--- config.mk ---
export PLATFORM = sky130hd
export DESIGN_NAME = byte_cpu_datapath
export DESIGN_NICKNAME = d
export VERILOG_FILES = /design/src/rtl/bdp_pkg.sv /design/src/rtl/bdp_regfile.sv /design/src/rtl/bdp_alu.sv /design/src/rtl/bdp_instr_reg.sv /design/src/rtl/byte_cpu_datapath.sv
export SDC_FILE = /design/constraint.sdc
export NUM_CORES = 1
export LEC_CHECK = 0
export ABC_AREA = 1
export CORE_ASPECT_RATIO = 0.6
export CORE_MARGIN = 8
export CORE_UTILIZATION = 31
export DETAILED_ROUTE_END_ITERATION = 8
export HOLD_SLACK_MARGIN = 0.12
export PLACE_DENSITY_LB_ADDON = 0.3
export SLEW_MARGIN = 10
export SYNTH_ARGS = -nofsm -noshare
export SYNTH_HDL_FRONTEND = slang
export SYNTH_SLANG_ARGS = --single-unit
--- constraint.sdc ---
create_clock -name clk -period 3.3 [get_ports clk]
set_clock_uncertainty 0.05 [all_clocks]
set_input_delay 0.66 -clock clk [delete_from_list [all_inputs] [get_ports clk]]
set_output_delay 0.66 -clock clk [all_outputs]
set_load 0.005 [all_outputs]
--- src/rtl/bdp_pkg.sv ---
// Package: shared constants and select encodings for the byte-wide datapath.
// Assumes: the control sequencer uses exactly these encodings.
package bdp_pkg;

    // Operand B sources
    typedef enum logic [1:0] {
        SRCB_REG2  = 2'b00,
        SRCB_ONE   = 2'b01,
        SRCB_IMM   = 2'b10,
        SRCB_IMMX4 = 2'b11
    } srcb_e;

    // Program counter sources
    typedef enum logic [1:0] {
        PCS_ALU   = 2'b00,
        PCS_ALUQ  = 2'b01,
        PCS_JUMP  = 2'b10,
        PCS_HOLD  = 2'b11
    } pcsrc_e;

    // ALU operation codes; bit 2 doubles as the invert/carry-in control
    localparam logic [2:0] OP_AND = 3'b000;
    localparam logic [2:0] OP_OR  = 3'b001;
    localparam logic [2:0] OP_ADD = 3'b010;
    localparam logic [2:0] OP_SUB = 3'b110;
    localparam logic [2:0] OP_SLT = 3'b111;

    // Instruction field positions (fixed 32-bit format)
    localparam int RS_LSB = 21;
    localparam int RT_LSB = 16;
    localparam int RD_LSB = 11;

endpackage

--- src/rtl/bdp_regfile.sv ---
// Module: bdp_regfile
// Three-port register file: two combinational reads, one synchronous write.
// Assumes: entry 0 is never stored and always reads as zero; contents have
// no reset, software initialises registers before use.
module bdp_regfile #(
    parameter int DW = 8,
    parameter int RB = 3
) (
    input  logic          clk,
    input  logic          rst_n,
    input  logic          we,
    input  logic [RB-1:0] ra1,
    input  logic [RB-1:0] ra2,
    input  logic [RB-1:0] wa,
    input  logic [DW-1:0] wd,
    output logic [DW-1:0] rd1,
    output logic [DW-1:0] rd2
);
    localparam int NREG = 1 << RB;

    logic [DW-1:0] mem_q [NREG];

    // Write port: store on the rising edge when enabled, never into entry 0
    always_ff @(posedge clk) begin
        if (we && (wa != '0)) begin
            mem_q[wa] <= wd;
        end
    end

    // Read ports: entry 0 is hardwired to zero
    always_comb begin
        rd1 = (ra1 == '0) ? '0 : mem_q[ra1];
        rd2 = (ra2 == '0) ? '0 : mem_q[ra2];
    end

    // a disabled write leaves what port 2 reads unchanged
    a_r2_no_write_hold: assert property (@(posedge clk) disable iff (!rst_n)
        !we |=> (ra2 != $past(ra2)) || (rd2 == $past(rd2)));

endmodule

--- src/rtl/bdp_alu.sv ---
// Module: bdp_alu
// Two-operand ALU with AND, OR, add, subtract and set-on-less-than.
// Assumes: op[2] inverts operand B and supplies the carry-in; less-than is
// the top bit of the difference (no overflow correction).
module bdp_alu #(
    parameter int DW = 8
) (
    input  logic [DW-1:0] a,
    input  logic [DW-1:0] b,
    input  logic [2:0]    op,
    output logic [DW-1:0] y,
    output logic          zero
);
    logic [DW-1:0] b_eff;
    logic [DW-1:0] sum;

    // Adder input: optional inversion for subtraction
    always_comb b_eff = op[2] ? ~b : b;

    // Shared adder with op[2] as carry-in
    always_comb sum = a + b_eff + {{(DW-1){1'b0}}, op[2]};

    // Result select on the low two operation bits
    always_comb begin
        case (op[1:0])
            2'b00:   y = a & b;
            2'b01:   y = a | b;
            2'b10:   y = sum;
            default: y = {{(DW-1){1'b0}}, sum[DW-1]};
        endcase
    end

    // Zero detect for branch decisions
    always_comb zero = (y == '0);

endmodule

--- src/rtl/bdp_instr_reg.sv ---
// Module: bdp_instr_reg
// Instruction register assembled from byte lanes, one enable per lane.
// Assumes: lanes are loaded straight from the memory read bus.
module bdp_instr_reg #(
    parameter int DW    = 8,
    parameter int LANES = 4
) (
    input  logic                clk,
    input  logic                rst_n,
    input  logic [LANES-1:0]    we,
    input  logic [DW-1:0]       d,
    output logic [DW*LANES-1:0] q
);
    logic [DW-1:0] lane_q [LANES];

    for (genvar g = 0; g < LANES; g++) begin : g_lane
        // Lane register: clear on reset, load when its enable is set
        always_ff @(posedge clk) begin
            if (!rst_n) begin
                lane_q[g] <= '0;
            end else if (we[g]) begin
                lane_q[g] <= d;
            end
        end
        assign q[g*DW +: DW] = lane_q[g];
    end

    // with no lane enabled the word is unchanged
    a_r4_lanes_hold: assert property (@(posedge clk) disable iff (!rst_n)
        (we == '0) |=> $stable(q));

    // lane 0 alone takes the bus byte, upper lanes keep their value
    a_r4_lane0_load: assert property (@(posedge clk) disable iff (!rst_n)
        (we == {{(LANES-1){1'b0}}, 1'b1}) |=>
        (q[DW-1:0] == $past(d)) && (q[DW*LANES-1:DW] == $past(q[DW*LANES-1:DW])));

endmodule

--- src/rtl/byte_cpu_datapath.sv ---
// Module: byte_cpu_datapath
// Datapath of a byte-wide multicycle processor: program counter, instruction
// register, register file, ALU with operand selectors, memory-data and
// ALU-output holding registers.
// Assumes: an external sequencer drives all selects; memory is read
// asynchronously onto mem_rdata; synchronous active-low reset.
module byte_cpu_datapath #(
    parameter int DW = 8,
    parameter int RB = 3
) (
    input  logic                 clk,
    input  logic                 rst_n,
    input  logic [DW-1:0]        mem_rdata,
    input  logic                 pc_en,
    input  logic [32/DW-1:0]     ir_we,
    input  logic                 srca_sel,
    input  logic [1:0]           srcb_sel,
    input  logic [2:0]           alu_op,
    input  logic [1:0]           pc_src,
    input  logic                 addr_sel,
    input  logic                 dst_sel,
    input  logic                 wb_mem_sel,
    input  logic                 reg_we,
    output logic [31:0]          instr,
    output logic                 zero,
    output logic [DW-1:0]        mem_addr,
    output logic [DW-1:0]        mem_wdata
);
    import bdp_pkg::*;

    localparam int IW    = 32;
    localparam int LANES = IW / DW;

    logic [DW-1:0] pc_q, pc_next;
    logic [DW-1:0] mdr_q, alu_q;
    logic [DW-1:0] rd1, rd2, wd;
    logic [DW-1:0] opa, opb, alu_y;
    logic [DW-1:0] imm, imm_x4;
    logic [RB-1:0] ra1, ra2, wa;
    logic          alu_zero;

    // Instruction register
    bdp_instr_reg #(.DW(DW), .LANES(LANES)) i_ir (
        .clk   (clk),
        .rst_n (rst_n),
        .we    (ir_we),
        .d     (mem_rdata),
        .q     (instr)
    );

    // Field extraction: register numbers and the two immediate forms
    always_comb begin
        ra1    = instr[RS_LSB +: RB];
        ra2    = instr[RT_LSB +: RB];
        wa     = dst_sel ? instr[RD_LSB +: RB] : instr[RT_LSB +: RB];
        imm    = instr[DW-1:0];
        imm_x4 = {instr[DW-3:0], 2'b00};
    end

    // Register write data select
    always_comb wd = wb_mem_sel ? mdr_q : alu_q;

    bdp_regfile #(.DW(DW), .RB(RB)) i_rf (
        .clk   (clk),
        .rst_n (rst_n),
        .we    (reg_we),
        .ra1   (ra1),
        .ra2   (ra2),
        .wa    (wa),
        .wd    (wd),
        .rd1   (rd1),
        .rd2   (rd2)
    );

    // Operand A select
    always_comb opa = srca_sel ? rd1 : pc_q;

    // Operand B select
    always_comb begin
        case (srcb_e'(srcb_sel))
            SRCB_REG2: opb = rd2;
            SRCB_ONE:  opb = {{(DW-1){1'b0}}, 1'b1};
            SRCB_IMM:  opb = imm;
            default:   opb = imm_x4;
        endcase
    end

    bdp_alu #(.DW(DW)) i_alu (
        .a    (opa),
        .b    (opb),
        .op   (alu_op),
        .y    (alu_y),
        .zero (alu_zero)
    );

    // Program counter source select
    always_comb begin
        case (pcsrc_e'(pc_src))
            PCS_ALU:  pc_next = alu_y;
            PCS_ALUQ: pc_next = alu_q;
            PCS_JUMP: pc_next = imm_x4;
            default:  pc_next = pc_q;
        endcase
    end

    // Program counter register
    always_ff @(posedge clk) begin
        if (!rst_n) begin
            pc_q <= '0;
        end else if (pc_en) begin
            pc_q <= pc_next;
        end
    end

    // Holding registers: memory data and ALU result, loaded every cycle
    always_ff @(posedge clk) begin
        if (!rst_n) begin
            mdr_q <= '0;
            alu_q <= '0;
        end else begin
            mdr_q <= mem_rdata;
            alu_q <= alu_y;
        end
    end

    // Output drive
    always_comb begin
        zero      = alu_zero;
        mem_addr  = addr_sel ? alu_q : pc_q;
        mem_wdata = rd2;
    end

    // counter holds while its enable is low
    a_r5_pc_hold: assert property (@(posedge clk) disable iff (!rst_n)
        !pc_en |=> (pc_q == $past(pc_q)));

    // fetch setting advances the counter by one
    a_r5_pc_step: assert property (@(posedge clk) disable iff (!rst_n)
        (pc_en && !srca_sel && (srcb_sel == 2'b01) && (alu_op == 3'b010) &&
         (pc_src == 2'b00)) |=> (pc_q == $past(pc_q) + 1'b1));

    // a zero flag means the captured result is zero
    a_r7_zero_capture: assert property (@(posedge clk) disable iff (!rst_n)
        zero |=> (alu_q == '0));

    // memory-data register follows the read bus by one cycle
    a_r11_mdr_follow: assert property (@(posedge clk) disable iff (!rst_n)
        1'b1 |=> (mdr_q == $past(mem_rdata)));

endmodule

### Word-level counts from Yosys, hierarchy flattened

Memory sizes are Yosys's and may differ from the RTL's.
Cells that the tools add are included.

| cells by class | value |
|---|---|
| shifts and indexed selects | 0 |
| multipliers | 0 |
| div/mod/pow operators | 0 |
| add/sub/neg operators | 2 |
| muxes and demuxes | 29 |
| bitwise operators | 7 |
| reductions and logical operators | 10 |
| $lt $le $gt $ge | 0 |
| eq/ne operators | 6 |

Operators with widths:

| operator | count |
|---|---|
| 8-bit 2-to-1 mux | 10 |
| 8-bit one-hot mux with 3 select lines | 3 |
| 1-bit 2-to-1 mux | 15 |
| 8-bit by 1-bit adder with 8-bit output | 1 |
| 8-bit adder | 1 |
| 8-bit AND | 1 |
| 8-bit zero test | 1 |
| 8-bit inverter | 1 |
| 8-bit OR | 1 |
| 2-bit by 1-bit equality test with 1-bit output (second input constant) | 3 |
| 2-bit equality test (second input constant) | 3 |
| 2-bit zero test | 3 |
| 3-bit zero test | 2 |
| 3-bit nonzero test | 2 |
| 1-bit OR | 4 |
| 3-bit 2-to-1 mux | 1 |
| 2-bit AND reduction | 1 |
| 1-bit logical AND | 1 |

| storage, ports and cells | value |
|---|---|
| input port bits | 27 |
| ROM bits | 0 |
| RAM bits | 96 |
| memories kept | 2 |
| register bits after elaboration | 24 |
| latch bits | 0 |

Memory list:

| name | words | width | read ports | clocked after Yosys merged registers in | wr ports | line | RTL |
|---|---|---|---|---|---|---|---|
| i_rf.mem_q | 8 | 8 | 2 | 0 | 1 | bdp_regfile.sv:21 | `logic [DW-1:0] mem_q [NREG];` |
| i_ir.lane_q | 4 | 8 | 4 | 0 | 4 | bdp_instr_reg.sv:14 | `logic [DW-1:0] lane_q [LANES];` |

### Depth between registers and ports, before layout

Gate-level depths: netlist (run 1).
An unclocked memory read counts as a cell.

| depth | value |
|---|---|
| depth in word-level cells | 10 |
| mapped depth | 24 |
| mapped depth without buffers | 23 |

### Hierarchy

A second synthesis (run 1) with hierarchy kept.

| unflattened totals | value |
|---|---|
| cell total of the unflattened synthesis | 862 |
| area total of the unflattened synthesis | 6872.8 sq um |

Modules (own cells, without submodules):

| module | cells an instance | area an instance (sq um) | seq. area each (sq um) | instances |
|---|---|---|---|---|
| bdp_regfile | 422 | 3514.6 | 1921.8 | 1 |
| byte_cpu_datapath | 224 | 1428.9 | 480.5 | 1 |
| bdp_instr_reg | 85 | 1197.4 | 960.9 | 1 |
| bdp_alu | 131 | 732.0 | 0.0 | 1 |

### Worst setup path after synthesis (run 1)

OpenSTA, ideal clock, no wires.

| path | value |
|---|---|
| kind | register to output |
| start point | memory i_ir.lane_q[2][0] |
| end point | output port zero |
| path buffers | 3 |
| data arrival time | 2869 ps |
| path slack | -279 ps |
| cell stages (with the launch flop) | 25 |
| cells stage by stage | edfxtp_1 buf_6 buf_8 buf_8 a21oi_1 o21ai_1 o21ai_1 nand2_1 nand2_1 nand2_1 o211ai_2 xor2_1 ha_1 a21oi_1 nand2_1 nand2_1 nand2_1 a21oi_1 xor2_1 o21ai_1 nor2_1 nand3_1 nor2_1 nand2_1 nor2_1 |

RTL lines:

| item | line | RTL |
|---|---|---|
| from (decl) | bdp_instr_reg.sv:14 |  |
| to (decl) | byte_cpu_datapath.sv:25 | `output logic zero,` |

==> impl_metrics.prom, run 1 <==
# TYPE chip_impl_metric gauge
chip_impl_metric{name="grt_util_all_layers",unit="%"} 17.8
chip_impl_metric{name="syn-mean-instance-area",unit="um^2"} 8.40
chip_impl_info{name="synthTopCellsByCount",value="sky130_fd_sc_hd__nand2_1 (175), sky130_fd_sc_hd__edfxtp_1 (96), sky130_fd_sc_hd__nor2_1 (95), sky130_fd_sc_hd__inv_1 (94), sky130_fd_sc_hd__nand3_1 (54)"} 1
chip_impl_metric{name="placed_cells",unit=""} 1263
chip_impl_metric{name="power.net_switching",unit="mW"} 1.56
chip_impl_metric{name="numClockSinks",unit=""} 120
chip_impl_metric{name="vdd.ir_drop.worst",unit="uV"} 413
chip_impl_info{name="rsz0062_at_grt",value="yes"} 1
chip_impl_metric{name="drc",unit=""} 0
chip_impl_metric{name="fp.coreArea",unit="um^2"} 20800
chip_impl_info{name="synth_flop_cell",value="sky130_fd_sc_hd__edfxtp_1"} 1
chip_impl_metric{name="synth_async_sr_flop_share",unit="%"} 0
chip_impl_info{name="hold_class",value="flip-flop to flip-flop"} 1
chip_impl_metric{name="max_slew.worst_pin.slew",unit="ps"} 676
chip_impl_metric{name="grt_overflow",unit=""} 0
chip_impl_info{name="timing.rr.start",value="i_ir.lane_q[2][0]"} 1
chip_impl_metric{name="power_density",unit="nW/um^2"} 506
chip_impl_metric{name="period_needed",unit="ps"} 4460
chip_impl_info{name="failing_checks",value="negative setup slack"} 1
chip_impl_metric{name="grt_pass1_wl",unit="um"} 34900
chip_impl_metric{name="drt_first_iter_violations",unit=""} 625
chip_impl_metric{name="post_synth_num_cell_types",unit=""} 46
chip_impl_metric{name="final-instance-count-excl-fill",unit=""} 1317
chip_impl_metric{name="fin_max_slew_vios",unit=""} 0
chip_impl_metric{name="cts.path.max_buffers",unit=""} 2
chip_impl_metric{name="fmax",unit="GHz"} 0.224
chip_impl_metric{name="timing.critical_path.arrival",unit="ps"} 3750
chip_impl_metric{name="crit_required",unit="ps"} 2590
chip_impl_metric{name="minimum_hold_slack",unit="ps"} 520
chip_impl_metric{name="grt_start_max_net_pins",unit=""} 24
chip_impl_metric{name="antenna_found_initial",unit=""} 1
chip_impl_metric{name="wl",unit="um"} 23800
chip_impl_metric{name="design.portCount",unit=""} 76
chip_impl_metric{name="crit_fanout",unit=""} 4
chip_impl_info{name="synth_area_leader_cell",value="sky130_fd_sc_hd__edfxtp_1"} 1
chip_impl_metric{name="detailroute.via_count",unit=""} 6373
chip_impl_metric{name="sw_frac_of_total",unit="%"} 31.7
chip_impl_metric{name="fillers",unit=""} 2031
chip_impl_metric{name="postSynthCellCount",unit=""} 774
chip_impl_info{name="hold-path-endpoint",value="pc_q[6]"} 1
chip_impl_info{name="criticalPathCategory",value="flip-flop to output port"} 1
chip_impl_metric{name="leakage_power_total",unit="nW"} 4.32
chip_impl_metric{name="routed_vias_inst",unit=""} 4.84
chip_impl_metric{name="synth_enable_flop_cells",unit=""} 96
chip_impl_metric{name="drt-wirelength-per-cell",unit="um"} 18.1
chip_impl_metric{name="cts_hold_buf",unit=""} 0
chip_impl_info{name="post-synth-top-count-cell",value="sky130_fd_sc_hd__nand2_1"} 1
chip_impl_metric{name="die_x",unit="um"} 203
chip_impl_metric{name="first_global_vias",unit=""} 5878
chip_impl_metric{name="power.share.clock",unit="%"} 36.9
chip_impl_metric{name="intPower",unit="mW"} 3.37
chip_impl_metric{name="report.final.setup_viol",unit=""} 6
chip_impl_metric{name="netlist_area",unit="um^2"} 6500
chip_impl_metric{name="port-buffer-count",unit=""} 75
chip_impl_metric{name="diodes",unit=""} 0
chip_impl_metric{name="synth_top_cell_area_share",unit="%"} 44.3
chip_impl_info{name="critPathLaunchType",value="flip-flop"} 1
chip_impl_metric{name="timing.final.hold_violations",unit=""} 0
chip_impl_metric{name="cts_max_level",unit=""} 4
chip_impl_info{name="cts_tree",value="yes"} 1
chip_impl_info{name="clk_root_buffer_cell",value="sky130_fd_sc_hd__clkbuf_16"} 1
chip_impl_metric{name="first_pass_iters",unit=""} 5
chip_impl_metric{name="num-nets-final",unit=""} 1062
chip_impl_metric{name="placementRows",unit=""} 41
chip_impl_info{name="synth.top_cells.by_area",value="sky130_fd_sc_hd__edfxtp_1 (44%), sky130_fd_sc_hd__nand2_1 (10%), sky130_fd_sc_hd__dfxtp_1 (7.4%)"} 1
chip_impl_metric{name="fin_crit_sh",unit="%"} 135
chip_impl_metric{name="yosys_register_bits",unit=""} 120
chip_impl_metric{name="min_delay_path_depth",unit=""} 2
chip_impl_metric{name="dieArea",unit="um^2"} 26000
chip_impl_metric{name="worst-r2r-setup-slack",unit="ps"} -180
chip_impl_metric{name="combPwrFrac",unit="%"} 26.8
chip_impl_metric{name="final_worst_path_setup_slack",unit="ps"} -1160
chip_impl_info{name="end_kind",value="output port"} 1
chip_impl_metric{name="detail-route-antenna-nets",unit=""} 0
chip_impl_info{name="worstHoldStart",value="alu_q[6]"} 1
chip_impl_metric{name="start_util",unit="%"} 31.3
chip_impl_metric{name="area.growth.synth_to_final",unit="%"} 49.8
chip_impl_metric{name="proportion_of_power_drawn_by_flip_flops_and_latches",unit="%"} 36.3
chip_impl_metric{name="cap_viol_max_count",unit=""} 0
chip_impl_metric{name="routabilityCongestion",unit=""} 0.973
chip_impl_metric{name="ys.warnings.count",unit=""} 0
chip_impl_metric{name="layout-drive-gt1-share",unit="%"} 28.6
chip_impl_info{name="rr_endpoint",value="pc_q[7]"} 1
chip_impl_metric{name="floorplan.die.height",unit="um"} 128
chip_impl_metric{name="clk_pin_slew_worst_paths",unit="ps"} 70
chip_impl_metric{name="cts-buffers-inserted",unit=""} 17
chip_impl_metric{name="worst_skew_pair.late_latency",unit="ps"} 430
chip_impl_info{name="run_status",value="finished with violations"} 1
chip_impl_metric{name="synth.yosys.seq_area_share",unit="%"} 51.7
chip_impl_metric{name="hpwlAfterDp",unit="um"} 18100
chip_impl_metric{name="r2r.worst_path.cells",unit=""} 22
chip_impl_metric{name="worst_slew_margin_rel",unit="%"} 54.9
==> cells by family after synthesis <==
kind of cell | count (synthesis) | share of synthesized area (%)
simple gates | 348 | 22.2
compound gates | 157 | 14.0
buf+inv | 130 | 8.85
flops | 120 | 51.7
fa+ha+maj | 10 | 2.04
xor+xnor | 7 | 0.943
other cells | 1 | 0.0577
mux | 1 | 0.173
==> layer usage <==
metal	track usage (%)	wire length [um]	part of all wire, %	up-vias
met5	0	8	0.034	-
met4	3.36	191	0.80	2
met3	5.70	2480	10	20
met2	22.9	9340	39	274
met1	27.7	11800	50	2996
li1	-	-	-	3081
==> worst max-delay path: stages (launching register included) <==
cell	delay, ps
sky130_fd_sc_hd__edfxtp_1	540
sky130_fd_sc_hd__buf_6	190
sky130_fd_sc_hd__buf_12	120
sky130_fd_sc_hd__nor2_4	30
sky130_fd_sc_hd__nor2_1	80
sky130_fd_sc_hd__o21ai_1	60
sky130_fd_sc_hd__o21ai_1	70
sky130_fd_sc_hd__nand2_1	100
sky130_fd_sc_hd__nand2_4	110
sky130_fd_sc_hd__nand2_4	60
sky130_fd_sc_hd__o211ai_4	80
sky130_fd_sc_hd__xor2_1	200
sky130_fd_sc_hd__ha_2	320
sky130_fd_sc_hd__buf_6	120
sky130_fd_sc_hd__nand3_2	60
sky130_fd_sc_hd__nand2_2	60
sky130_fd_sc_hd__nand2_2	70
sky130_fd_sc_hd__nand2_2	50
sky130_fd_sc_hd__a21oi_2	120
sky130_fd_sc_hd__xor2_1	170
sky130_fd_sc_hd__o21ai_1	90
sky130_fd_sc_hd__nor2_1	140
sky130_fd_sc_hd__nand3_1	110
sky130_fd_sc_hd__nor2_2	110
sky130_fd_sc_hd__nand2_1	50
sky130_fd_sc_hd__nor2_1	70
sky130_fd_sc_hd__buf_2	110
==> per-stage QoR <==
stage / setup TNS [ps] / power [mW] / util [%] / area [um^2] / setup WS [ps]
floorplan: -272 / 2.32 / - / 6530 / -272
global placement: -3100 / 2.96 / 41.9 / 8710 / -1310
detailed placement: -3840 / 2.96 / 41.9 / 8710 / -1440
CTS: -1550 / 4.80 / 45.4 / 9420 / -1280
global route: -3200 / 5.12 / 46.9 / 9740 / -1420
finish: -1520 / 4.93 / 46.9 / 9740 / -1160
==> worst max-delay path by stage <==
stage | from | endpoint | slack [ps] | cells after the start
global placement | srcb_sel[1] | zero | -1310 | 22
detailed placement | srcb_sel[1] | zero | -1440 | 22
floorplan | i_ir.lane_q[2][0] | zero | -270 | 24
global route | i_ir.lane_q[2][0] | zero | -1420 | 24
CTS | i_ir.lane_q[2][0] | zero | -1280 | 26
finish | i_ir.lane_q[2][0] | zero | -1160 | 26
==> state kept, by name, indices dropped and copies added, names as in the netlist <==
register and flops:
pc_q 8, i_rf.mem_q 64, alu_q 8, mdr_q 8
i_ir.lane_q 32
==> layout by cell type (no fill, tap or decap), types with 17 or more instances in the layout <==
master                            count
sky130_fd_sc_hd__inv_1               94
sky130_fd_sc_hd__a21oi_1             33
sky130_fd_sc_hd__nand2_1            156
sky130_fd_sc_hd__o21ai_0             41
sky130_fd_sc_hd__nor2_1              88
sky130_fd_sc_hd__o21ai_1             34
sky130_fd_sc_hd__edfxtp_1            96
sky130_fd_sc_hd__dfxtp_1             24
sky130_fd_sc_hd__clkbuf_16           17
sky130_fd_sc_hd__nand3_1             49
sky130_fd_sc_hd__nand2_2             24
sky130_fd_sc_hd__clkdlybuf4s50_1     73
sky130_fd_sc_hd__buf_4              164
==> timing repair <==
action,in CTS,in global routing
hold endpoints to repair,0,0
cloned,1,0
resized for setup,21,58
pin swaps,20,48
setup buffers,10,14
endpoints found under the setup margin,8,15
==> power by group through the flow <==
stage	clock (mW)	combinational, mW	sequential (mW)
3_3_place_gp	0	1.14	1.82
2_1_floorplan	0	0.515	1.81
5_1_grt	1.90	1.42	1.80
4_1_cts	1.83	1.18	1.79
3_5_place_dp	0	1.14	1.82
6_report	1.82	1.32	1.79
==> layout make-up <==
cell class	count	area (um^2)	share of cell area (%)
clock buffers	17	425	4.37
inverters	100	378	3.88
repair buffers	255	2230	22.9
multi-input cells	531	2840	29.2
well taps	279	349	3.58
flip-flops and latches	120	3360	34.5
clock inverters	15	154	1.58
Note: power is estimated with default switching activity, not from simulation.
==> inputs of run 2 (changes only) <==
--- a/config.mk
+++ b/config.mk
@@ -8,8 +8,9 @@
 export ABC_AREA = 1
 export CORE_ASPECT_RATIO = 0.6
 export CORE_MARGIN = 8
-export CORE_UTILIZATION = 31
+export CORE_UTILIZATION = 51
 export DETAILED_ROUTE_END_ITERATION = 8
+export GPL_TIMING_DRIVEN = 0
 export HOLD_SLACK_MARGIN = 0.12
 export PLACE_DENSITY_LB_ADDON = 0.3
 export SLEW_MARGIN = 10
==> run 2 against run 1 <==
The run still ends with negative setup slack left; design area decreased by 14%; combinational power is 23% lower; via count down 3.3%; core utilization grew 20 points; clock power barely moved; non-clock buffer count decreased by 126; global-route usage is 7.7 points higher; fmax decreased by 1.5%; first-iteration DRC count grew 70%; worst setup slack got worse by 68 ps; largest cell class unchanged.
==> impl_metrics.prom, run 2 (synthesis gave the netlist of run 1 again) <==
# TYPE chip_impl_metric gauge
chip_impl_metric{name="timing.critical_path.arrival",unit="ps"} 3820
chip_impl_metric{name="grt_pass1_wl",unit="um"} 31900
chip_impl_metric{name="r2r.worst_path.cells",unit=""} 23
chip_impl_metric{name="antenna_found_initial",unit=""} 0
chip_impl_metric{name="finalPower",unit="mW"} 4.63
chip_impl_metric{name="drt-wirelength-per-cell",unit="um"} 19.6
chip_impl_metric{name="floorplan.die.height",unit="um"} 103
chip_impl_info{name="layout_commonest_cell",value="sky130_fd_sc_hd__nand2_1"} 1
chip_impl_metric{name="power.net_switching",unit="mW"} 1.47
chip_impl_info{name="cp_common_cell",value="sky130_fd_sc_hd__nand2_2"} 1
chip_impl_metric{name="numClockSinks",unit=""} 120
chip_impl_metric{name="grt_overflow",unit=""} 0
chip_impl_info{name="criticalPathCategory",value="flip-flop to output port"} 1
chip_impl_metric{name="final-instance-count-excl-fill",unit=""} 1082
chip_impl_info{name="reg_top3",value="i_rf.mem_q x64, i_ir.lane_q x32"} 1
chip_impl_metric{name="start_util",unit="%"} 51.4
chip_impl_metric{name="min_delay_path_depth",unit=""} 2
chip_impl_metric{name="layout-drive-gt1-share",unit="%"} 16.1
chip_impl_info{name="failing_checks",value="negative setup slack"} 1
chip_impl_metric{name="combPwrFrac",unit="%"} 21.9
chip_impl_metric{name="fin_crit_sh",unit="%"} 137
chip_impl_metric{name="critical-path-max-stage-delay",unit="ps"} 380
chip_impl_metric{name="die_x",unit="um"} 162
chip_impl_metric{name="diodes",unit=""} 0
chip_impl_metric{name="detailroute.via_count",unit=""} 6164
chip_impl_metric{name="first_global_vias",unit=""} 5724
chip_impl_metric{name="drt_first_iter_violations",unit=""} 1061
chip_impl_info{name="cp_cell_sequence",value="buf_6 > buf_8 > buf_8 > buf_4 > a21oi_2 > o21ai_1 > nand2_1 > nand2_2 > nand2_2 > nand2_1 > o21ai_2 > a21oi_2 > xor2_1 > ha_1 > nand2_2 > nor2_2 > a211oi_2 > nand3_1 > nand3b_1 > nand2_2 > inv_2 > nand2_1 > nor2_1 > buf_2"} 1
chip_impl_metric{name="proportion_of_power_drawn_by_flip_flops_and_latches",unit="%"} 38.8
chip_impl_metric{name="fp.coreArea",unit="um^2"} 12700
chip_impl_metric{name="grt_util_all_layers",unit="%"} 25.5
chip_impl_metric{name="fmax",unit="GHz"} 0.221
chip_impl_metric{name="cts.path.max_buffers",unit=""} 2
chip_impl_info{name="clk_root_buffer_cell",value="sky130_fd_sc_hd__clkbuf_16"} 1
chip_impl_info{name="worstHoldStart",value="alu_q[0]"} 1
chip_impl_metric{name="worst_skew_pair.late_latency",unit="ps"} 430
chip_impl_metric{name="power.share.clock",unit="%"} 39.3
chip_impl_metric{name="intPower",unit="mW"} 3.16
chip_impl_metric{name="cap_viol_max_count",unit=""} 0
chip_impl_metric{name="dieArea",unit="um^2"} 16700
chip_impl_metric{name="cts_hold_buf",unit=""} 0
chip_impl_metric{name="port-buffer-count",unit=""} 73
chip_impl_metric{name="design.portCount",unit=""} 76
chip_impl_metric{name="placed_cells",unit=""} 1025
chip_impl_metric{name="first_pass_iters",unit=""} 7
chip_impl_info{name="cts_tree",value="yes"} 1
chip_impl_metric{name="cts_max_level",unit=""} 4
chip_impl_metric{name="leakage_power_total",unit="nW"} 3.61
chip_impl_metric{name="crit_fanout",unit=""} 7
chip_impl_metric{name="hpwlAfterDp",unit="um"} 15200
chip_impl_metric{name="fin_max_slew_vios",unit=""} 0
chip_impl_metric{name="final_worst_path_setup_slack",unit="ps"} -1230
chip_impl_info{name="hold_class",value="flip-flop to flip-flop"} 1
chip_impl_info{name="hold-path-endpoint",value="pc_q[0]"} 1
chip_impl_metric{name="crit_required",unit="ps"} 2590
chip_impl_info{name="end_kind",value="output port"} 1
chip_impl_metric{name="critical_path.n_buffers_inverters",unit=""} 6
chip_impl_metric{name="report.final.setup_viol",unit=""} 7
chip_impl_info{name="run_status",value="finished with violations"} 1
chip_impl_metric{name="max_reg_flops",unit=""} 64
chip_impl_metric{name="wl",unit="um"} 21200
chip_impl_metric{name="power_density",unit="nW/um^2"} 550
chip_impl_metric{name="worst-r2r-setup-slack",unit="ps"} -190
chip_impl_info{name="timing.critical_path.slowest_stage_cell",value="sky130_fd_sc_hd__edfxtp_1"} 1
chip_impl_metric{name="max_slew.worst_pin.slew",unit="ps"} 1130
chip_impl_metric{name="worst_slew_margin_rel",unit="%"} 24.4
chip_impl_metric{name="area.growth.synth_to_final",unit="%"} 29.5
chip_impl_metric{name="period_needed",unit="ps"} 4530
chip_impl_metric{name="routabilityCongestion",unit=""} 0.947
chip_impl_metric{name="clk_pin_slew_worst_paths",unit="ps"} 70
chip_impl_metric{name="cts-buffers-inserted",unit=""} 17
chip_impl_metric{name="detail-route-antenna-nets",unit=""} 0
chip_impl_metric{name="sw_frac_of_total",unit="%"} 31.8
chip_impl_info{name="rr_endpoint",value="pc_q[0]"} 1
chip_impl_metric{name="placementRows",unit=""} 32
chip_impl_info{name="timing.rr.start",value="i_ir.lane_q[2][0]"} 1
chip_impl_info{name="crit_family",value="simple AND/OR/NAND/NOR gates"} 1
chip_impl_metric{name="timing.final.hold_violations",unit=""} 0
chip_impl_metric{name="routed_vias_inst",unit=""} 5.70
chip_impl_metric{name="num-nets-final",unit=""} 936
chip_impl_metric{name="drc",unit=""} 0
chip_impl_metric{name="grt_start_max_net_pins",unit=""} 17
chip_impl_info{name="mostFrequentLayoutCells",value="sky130_fd_sc_hd__nand2_1 (163), sky130_fd_sc_hd__edfxtp_1 (96), sky130_fd_sc_hd__nor2_1 (92), sky130_fd_sc_hd__inv_1 (92), sky130_fd_sc_hd__clkdlybuf4s50_1 (71)"} 1
chip_impl_metric{name="vdd.ir_drop.worst",unit="uV"} 384
chip_impl_info{name="rsz0062_at_grt",value="yes"} 1
chip_impl_info{name="critPathLaunchType",value="flip-flop"} 1
chip_impl_info{name="largest_register",value="i_rf.mem_q"} 1
==> run 2: changes by cell type in the layout (fill, tap and decap cells not counted), moves of 4 or more <==
cell,change
sky130_fd_sc_hd__nand3_1,+4
sky130_fd_sc_hd__buf_12,-8
sky130_fd_sc_hd__buf_2,+6
sky130_fd_sc_hd__nand2_1,+7
sky130_fd_sc_hd__clkbuf_1,+8
sky130_fd_sc_hd__buf_4,-136
sky130_fd_sc_hd__nor2_1,+4
sky130_fd_sc_hd__nand2_2,-6
==> run 2: worst min-delay path: cells and delay by family, from the launching register on <==
family | cells | cell delay, ps
flip-flops | 1 | 320
AO/OA/AOI/OAI | 2 | 200
==> run 2: area by class of cell <==
type	count	area (um^2)
multi-input combinational	531	2740
buffer	30	223
tap	170	213
timing repair buffer	99	927
fill	1018	4230
inverter	100	380
clock buffer	17	425
clock inverter	15	155
sequential	120	3360
==> run 2: per-stage QoR <==
stage | setup slack, ps | utilization (%) | TNS (ps) | area [um^2] | hold slack (ps)
after floorplan | -272 | - | -272 | 6530 | 418
after global placement | -1940 | 59.1 | -8760 | 7470 | 500
after detailed placement | -1900 | 59.2 | -8270 | 7490 | 491
after CTS | -1170 | 65.2 | -1280 | 8240 | 517
after global routing | -1390 | 66.6 | -2940 | 8420 | 542
final | -1230 | 66.6 | -1760 | 8420 | 515
==> run 2: per-layer routing <==
| layer | track usage (%) | vias to the layer above | wire, um |
|---|---|---|---|
| met1 | 37.1 | 2798 | 9030 |
| met3 | 8.46 | 49 | 3290 |
| li1 | - | 2826 | - |
| met4 | 7.86 | 0 | 435 |
| met2 | 34.9 | 491 | 8400 |
| met5 | 0 | - | 0 |
==> run 2: worst max-delay path by stage <==
stage,startpoint,end,slack [ps],cells past startpoint
6_report,i_ir.lane_q[2][0],zero,-1230,24
5_1_grt,i_ir.lane_q[2][0],zero,-1390,25
4_1_cts,i_ir.lane_q[2][0],zero,-1170,25
3_5_place_dp,srca_sel,zero,-1900,19
3_3_place_gp,srca_sel,zero,-1940,19
2_1_floorplan,i_ir.lane_q[2][0],zero,-270,24
==> run 2: repair_timing <==
action / CTS / global route
endpoints found under the setup margin: 10 / 11
pin swaps: 13 / 25
setup buffers: 16 / 10
gates resized for setup: 20 / 33
endpoints found under the hold margin: 0 / 0
==> run 2: power groups by stage <==
stage / combinational [mW] / clock (mW) / sequential [mW]
finish: 1.01 / 1.82 / 1.80
floorplan: 0.515 / 0 / 1.81
detailed placement: 0.867 / 0 / 1.82
global route: 1.09 / 1.89 / 1.80
CTS: 0.921 / 1.81 / 1.79
global placement: 0.854 / 0 / 1.83
==> inputs of run 3 (changes only) <==
--- a/config.mk
+++ b/config.mk
@@ -8,7 +8,7 @@
 export ABC_AREA = 1
 export CORE_ASPECT_RATIO = 0.6
 export CORE_MARGIN = 8
-export CORE_UTILIZATION = 51
+export CORE_UTILIZATION = 45
 export DETAILED_ROUTE_END_ITERATION = 8
 export GPL_TIMING_DRIVEN = 0
 export HOLD_SLACK_MARGIN = 0.12
==> run 3 against run 2 <==
The flow still finishes with violations (negative setup slack); sequential share of layout area down 0.32 points; clock power up 3%; via count up 0.52%; largest power group unchanged; highest routed layer unchanged.
==> impl_metrics.prom, run 3 (synthesis gave the netlist of run 1 again) <==
# TYPE chip_impl_metric gauge
chip_impl_info{name="run_status",value="finished with violations"} 1
chip_impl_info{name="failing_checks",value="negative setup slack"} 1
chip_impl_metric{name="worst-r2r-setup-slack",unit="ps"} -190
chip_impl_info{name="reg_top3",value="i_rf.mem_q x64, i_ir.lane_q x32"} 1
chip_impl_metric{name="fp.coreArea",unit="um^2"} 14300
chip_impl_metric{name="design.portCount",unit=""} 76
chip_impl_metric{name="placementRows",unit=""} 34
chip_impl_metric{name="detail-route-antenna-nets",unit=""} 0
chip_impl_metric{name="fmax",unit="GHz"} 0.218
chip_impl_metric{name="preCtsSetupSlack",unit="ps"} -1950
chip_impl_metric{name="crit_fanout",unit=""} 7
chip_impl_metric{name="first_pass_iters",unit=""} 8
chip_impl_metric{name="timing.critical_path.arrival",unit="ps"} 3870
chip_impl_metric{name="cap_viol_max_count",unit=""} 0
chip_impl_metric{name="grt_overflow",unit=""} 0
chip_impl_metric{name="placed_cells",unit=""} 1053
chip_impl_metric{name="met1_grt_util",unit="%"} 34.5
chip_impl_info{name="largest_register",value="i_rf.mem_q"} 1
chip_impl_metric{name="port-buffer-count",unit=""} 73
chip_impl_info{name="mostFrequentLayoutCells",value="sky130_fd_sc_hd__nand2_1 (163), sky130_fd_sc_hd__edfxtp_1 (96), sky130_fd_sc_hd__inv_1 (93)"} 1
chip_impl_metric{name="grt.met3_usage",unit="%"} 10.6
chip_impl_info{name="rr_endpoint",value="pc_q[0]"} 1
chip_impl_metric{name="numClockSinks",unit=""} 120
chip_impl_metric{name="grt_pass1_wl",unit="um"} 33000
chip_impl_info{name="cts_tree",value="yes"} 1
chip_impl_metric{name="diodes",unit=""} 0
chip_impl_metric{name="clk_pin_slew_worst_paths",unit="ps"} 60
chip_impl_info{name="end_kind",value="output port"} 1
chip_impl_metric{name="detailroute.via_count",unit=""} 6196
chip_impl_metric{name="first_global_vias",unit=""} 5839
chip_impl_metric{name="start_util",unit="%"} 45.5
chip_impl_metric{name="report.final.setup_viol",unit=""} 4
chip_impl_metric{name="final-instance-count-excl-fill",unit=""} 1113
chip_impl_metric{name="routabilityCongestion",unit=""} 0.960
chip_impl_metric{name="floorplan.die.height",unit="um"} 109
chip_impl_metric{name="num-nets-final",unit=""} 939
chip_impl_info{name="grt_most_used_layer",value="met1"} 1
chip_impl_metric{name="routed_vias_inst",unit=""} 5.57
chip_impl_metric{name="drc",unit=""} 0
chip_impl_metric{name="antenna_found_initial",unit=""} 0
chip_impl_metric{name="hpwlAfterDp",unit="um"} 15900
chip_impl_info{name="criticalPathCategory",value="flip-flop to output port"} 1
chip_impl_metric{name="fin_crit_sh",unit="%"} 139
chip_impl_info{name="hold_class",value="flip-flop to flip-flop"} 1
chip_impl_metric{name="cts_hold_buf",unit=""} 0
chip_impl_info{name="rsz0062_at_grt",value="yes"} 1
chip_impl_metric{name="min_delay_path_depth",unit=""} 2
chip_impl_metric{name="max_reg_flops",unit=""} 64
chip_impl_metric{name="r2r.worst_path.cells",unit=""} 23
chip_impl_metric{name="leakage_power_total",unit="nW"} 3.63
chip_impl_metric{name="drt_first_iter_violations",unit=""} 813
chip_impl_metric{name="cts_max_level",unit=""} 4
chip_impl_info{name="timing.rr.start",value="i_ir.lane_q[2][0]"} 1
chip_impl_metric{name="worst_skew_pair.late_latency",unit="ps"} 420
chip_impl_metric{name="power_density",unit="nW/um^2"} 555
chip_impl_metric{name="groute.layer.met2.usage",unit="%"} 31.0
chip_impl_metric{name="grt_start_max_net_pins",unit=""} 17
chip_impl_info{name="critPathLaunchType",value="flip-flop"} 1
chip_impl_metric{name="drt-wirelength-per-cell",unit="um"} 19.8
chip_impl_metric{name="crit_required",unit="ps"} 2590
chip_impl_metric{name="cts-buffers-inserted",unit=""} 17
chip_impl_metric{name="worst_slew_margin_rel",unit="%"} 19.9
chip_impl_info{name="clk_root_buffer_cell",value="sky130_fd_sc_hd__clkbuf_16"} 1
chip_impl_info{name="layout_commonest_cell",value="sky130_fd_sc_hd__nand2_1"} 1
chip_impl_metric{name="fin_max_slew_vios",unit=""} 0
chip_impl_metric{name="max_slew.worst_pin.slew",unit="ps"} 1200
chip_impl_metric{name="final_core_util",unit="%"} 59.4
chip_impl_metric{name="die_x",unit="um"} 171
chip_impl_metric{name="vdd.ir_drop.worst",unit="uV"} 355
chip_impl_info{name="worstHoldStart",value="pc_q[1]"} 1
chip_impl_metric{name="layout-drive-gt1-share",unit="%"} 16.6
chip_impl_metric{name="timing.final.hold_violations",unit=""} 0
chip_impl_metric{name="period_needed",unit="ps"} 4580
chip_impl_info{name="hold-path-endpoint",value="pc_q[1]"} 1
chip_impl_metric{name="final_worst_path_setup_slack",unit="ps"} -1280
chip_impl_metric{name="dieArea",unit="um^2"} 18700
chip_impl_metric{name="wl",unit="um"} 22000
chip_impl_metric{name="area.growth.synth_to_final",unit="%"} 30.6
chip_impl_metric{name="grt_util_all_layers",unit="%"} 23.7
chip_impl_metric{name="cts.path.max_buffers",unit=""} 2
-- run 3: what timing repair did --
action	CTS	global route
gates resized for setup	26	36
pin swaps	15	27
buffers inserted	13	15
hold endpoints to repair	0	0
cloned	0	0
setup endpoints to repair	11	10
-- run 3: final cells by class --
class	count	area, um^2
clock buffers	17	425
well taps	198	248
clock inverters	15	168
fillers	1264	5800
inverters	100	383
plain buffers	30	240
flip-flops and latches	120	3360
repair buffers	102	945
multi-input cells	531	2720
-- run 3: power by group --
group / internal (mW) / switching, mW / leakage [nW]
sequential: 1.74 / 0.0588 / 1.14
combinational: 0.421 / 0.610 / 2.21
clock: 1.13 / 0.752 / 0.286
total: 3.29 / 1.42 / 3.63
-- run 3: worst max path at each step --
stage	start	to	slack, ps	depth (start not counted)
after floorplan	i_ir.lane_q[2][0]	zero	-270	24
after global placement	srcb_sel[0]	zero	-1950	19
after detailed placement	srcb_sel[0]	zero	-1950	19
after CTS	i_ir.lane_q[2][0]	zero	-1330	25
after global routing	i_ir.lane_q[2][1]	zero	-1480	24
final	i_ir.lane_q[2][0]	zero	-1280	23
-- run 3: worst max-delay path: stages (launching register included) --
cell                       delay (ps)
sky130_fd_sc_hd__edfxtp_1         410
sky130_fd_sc_hd__buf_6            170
sky130_fd_sc_hd__buf_8            140
sky130_fd_sc_hd__buf_12           140
sky130_fd_sc_hd__buf_4            150
sky130_fd_sc_hd__a21oi_2          150
sky130_fd_sc_hd__o21ai_2           70
sky130_fd_sc_hd__o21ai_1           70
sky130_fd_sc_hd__nand2_1           70
sky130_fd_sc_hd__nand2_2           90
sky130_fd_sc_hd__nand2_1           80
sky130_fd_sc_hd__o211ai_2         100
sky130_fd_sc_hd__xor2_1           170
sky130_fd_sc_hd__ha_2             320
sky130_fd_sc_hd__a21oi_2          180
sky130_fd_sc_hd__buf_4            130
sky130_fd_sc_hd__o21a_1           120
sky130_fd_sc_hd__nand2_2           60
sky130_fd_sc_hd__nor2_1           120
sky130_fd_sc_hd__nor3b_2           70
sky130_fd_sc_hd__nor2_2           190
sky130_fd_sc_hd__nand4_1          140
sky130_fd_sc_hd__nor2_2           170
sky130_fd_sc_hd__buf_2            130
-- run 3: layer usage --
metal,up-vias,routed length (um)
met1,2879,9800
li1,2830,-
met5,-,0
met2,453,8400
met4,0,294
met3,34,3500
-- run 3: metrics by stage --
| stage | power, mW | setup TNS, ps | hold WS (ps) | area, um^2 |
|---|---|---|---|---|
| floorplan | 2.32 | -272 | 418 | 6530 |
| global placement | 2.69 | -9700 | 483 | 7510 |
| detailed placement | 2.70 | -8240 | 491 | 7530 |
| CTS | 4.59 | -1340 | 500 | 8280 |
| global route | 4.86 | -2630 | 555 | 8490 |
| finish | 4.71 | -1550 | 501 | 8490 |
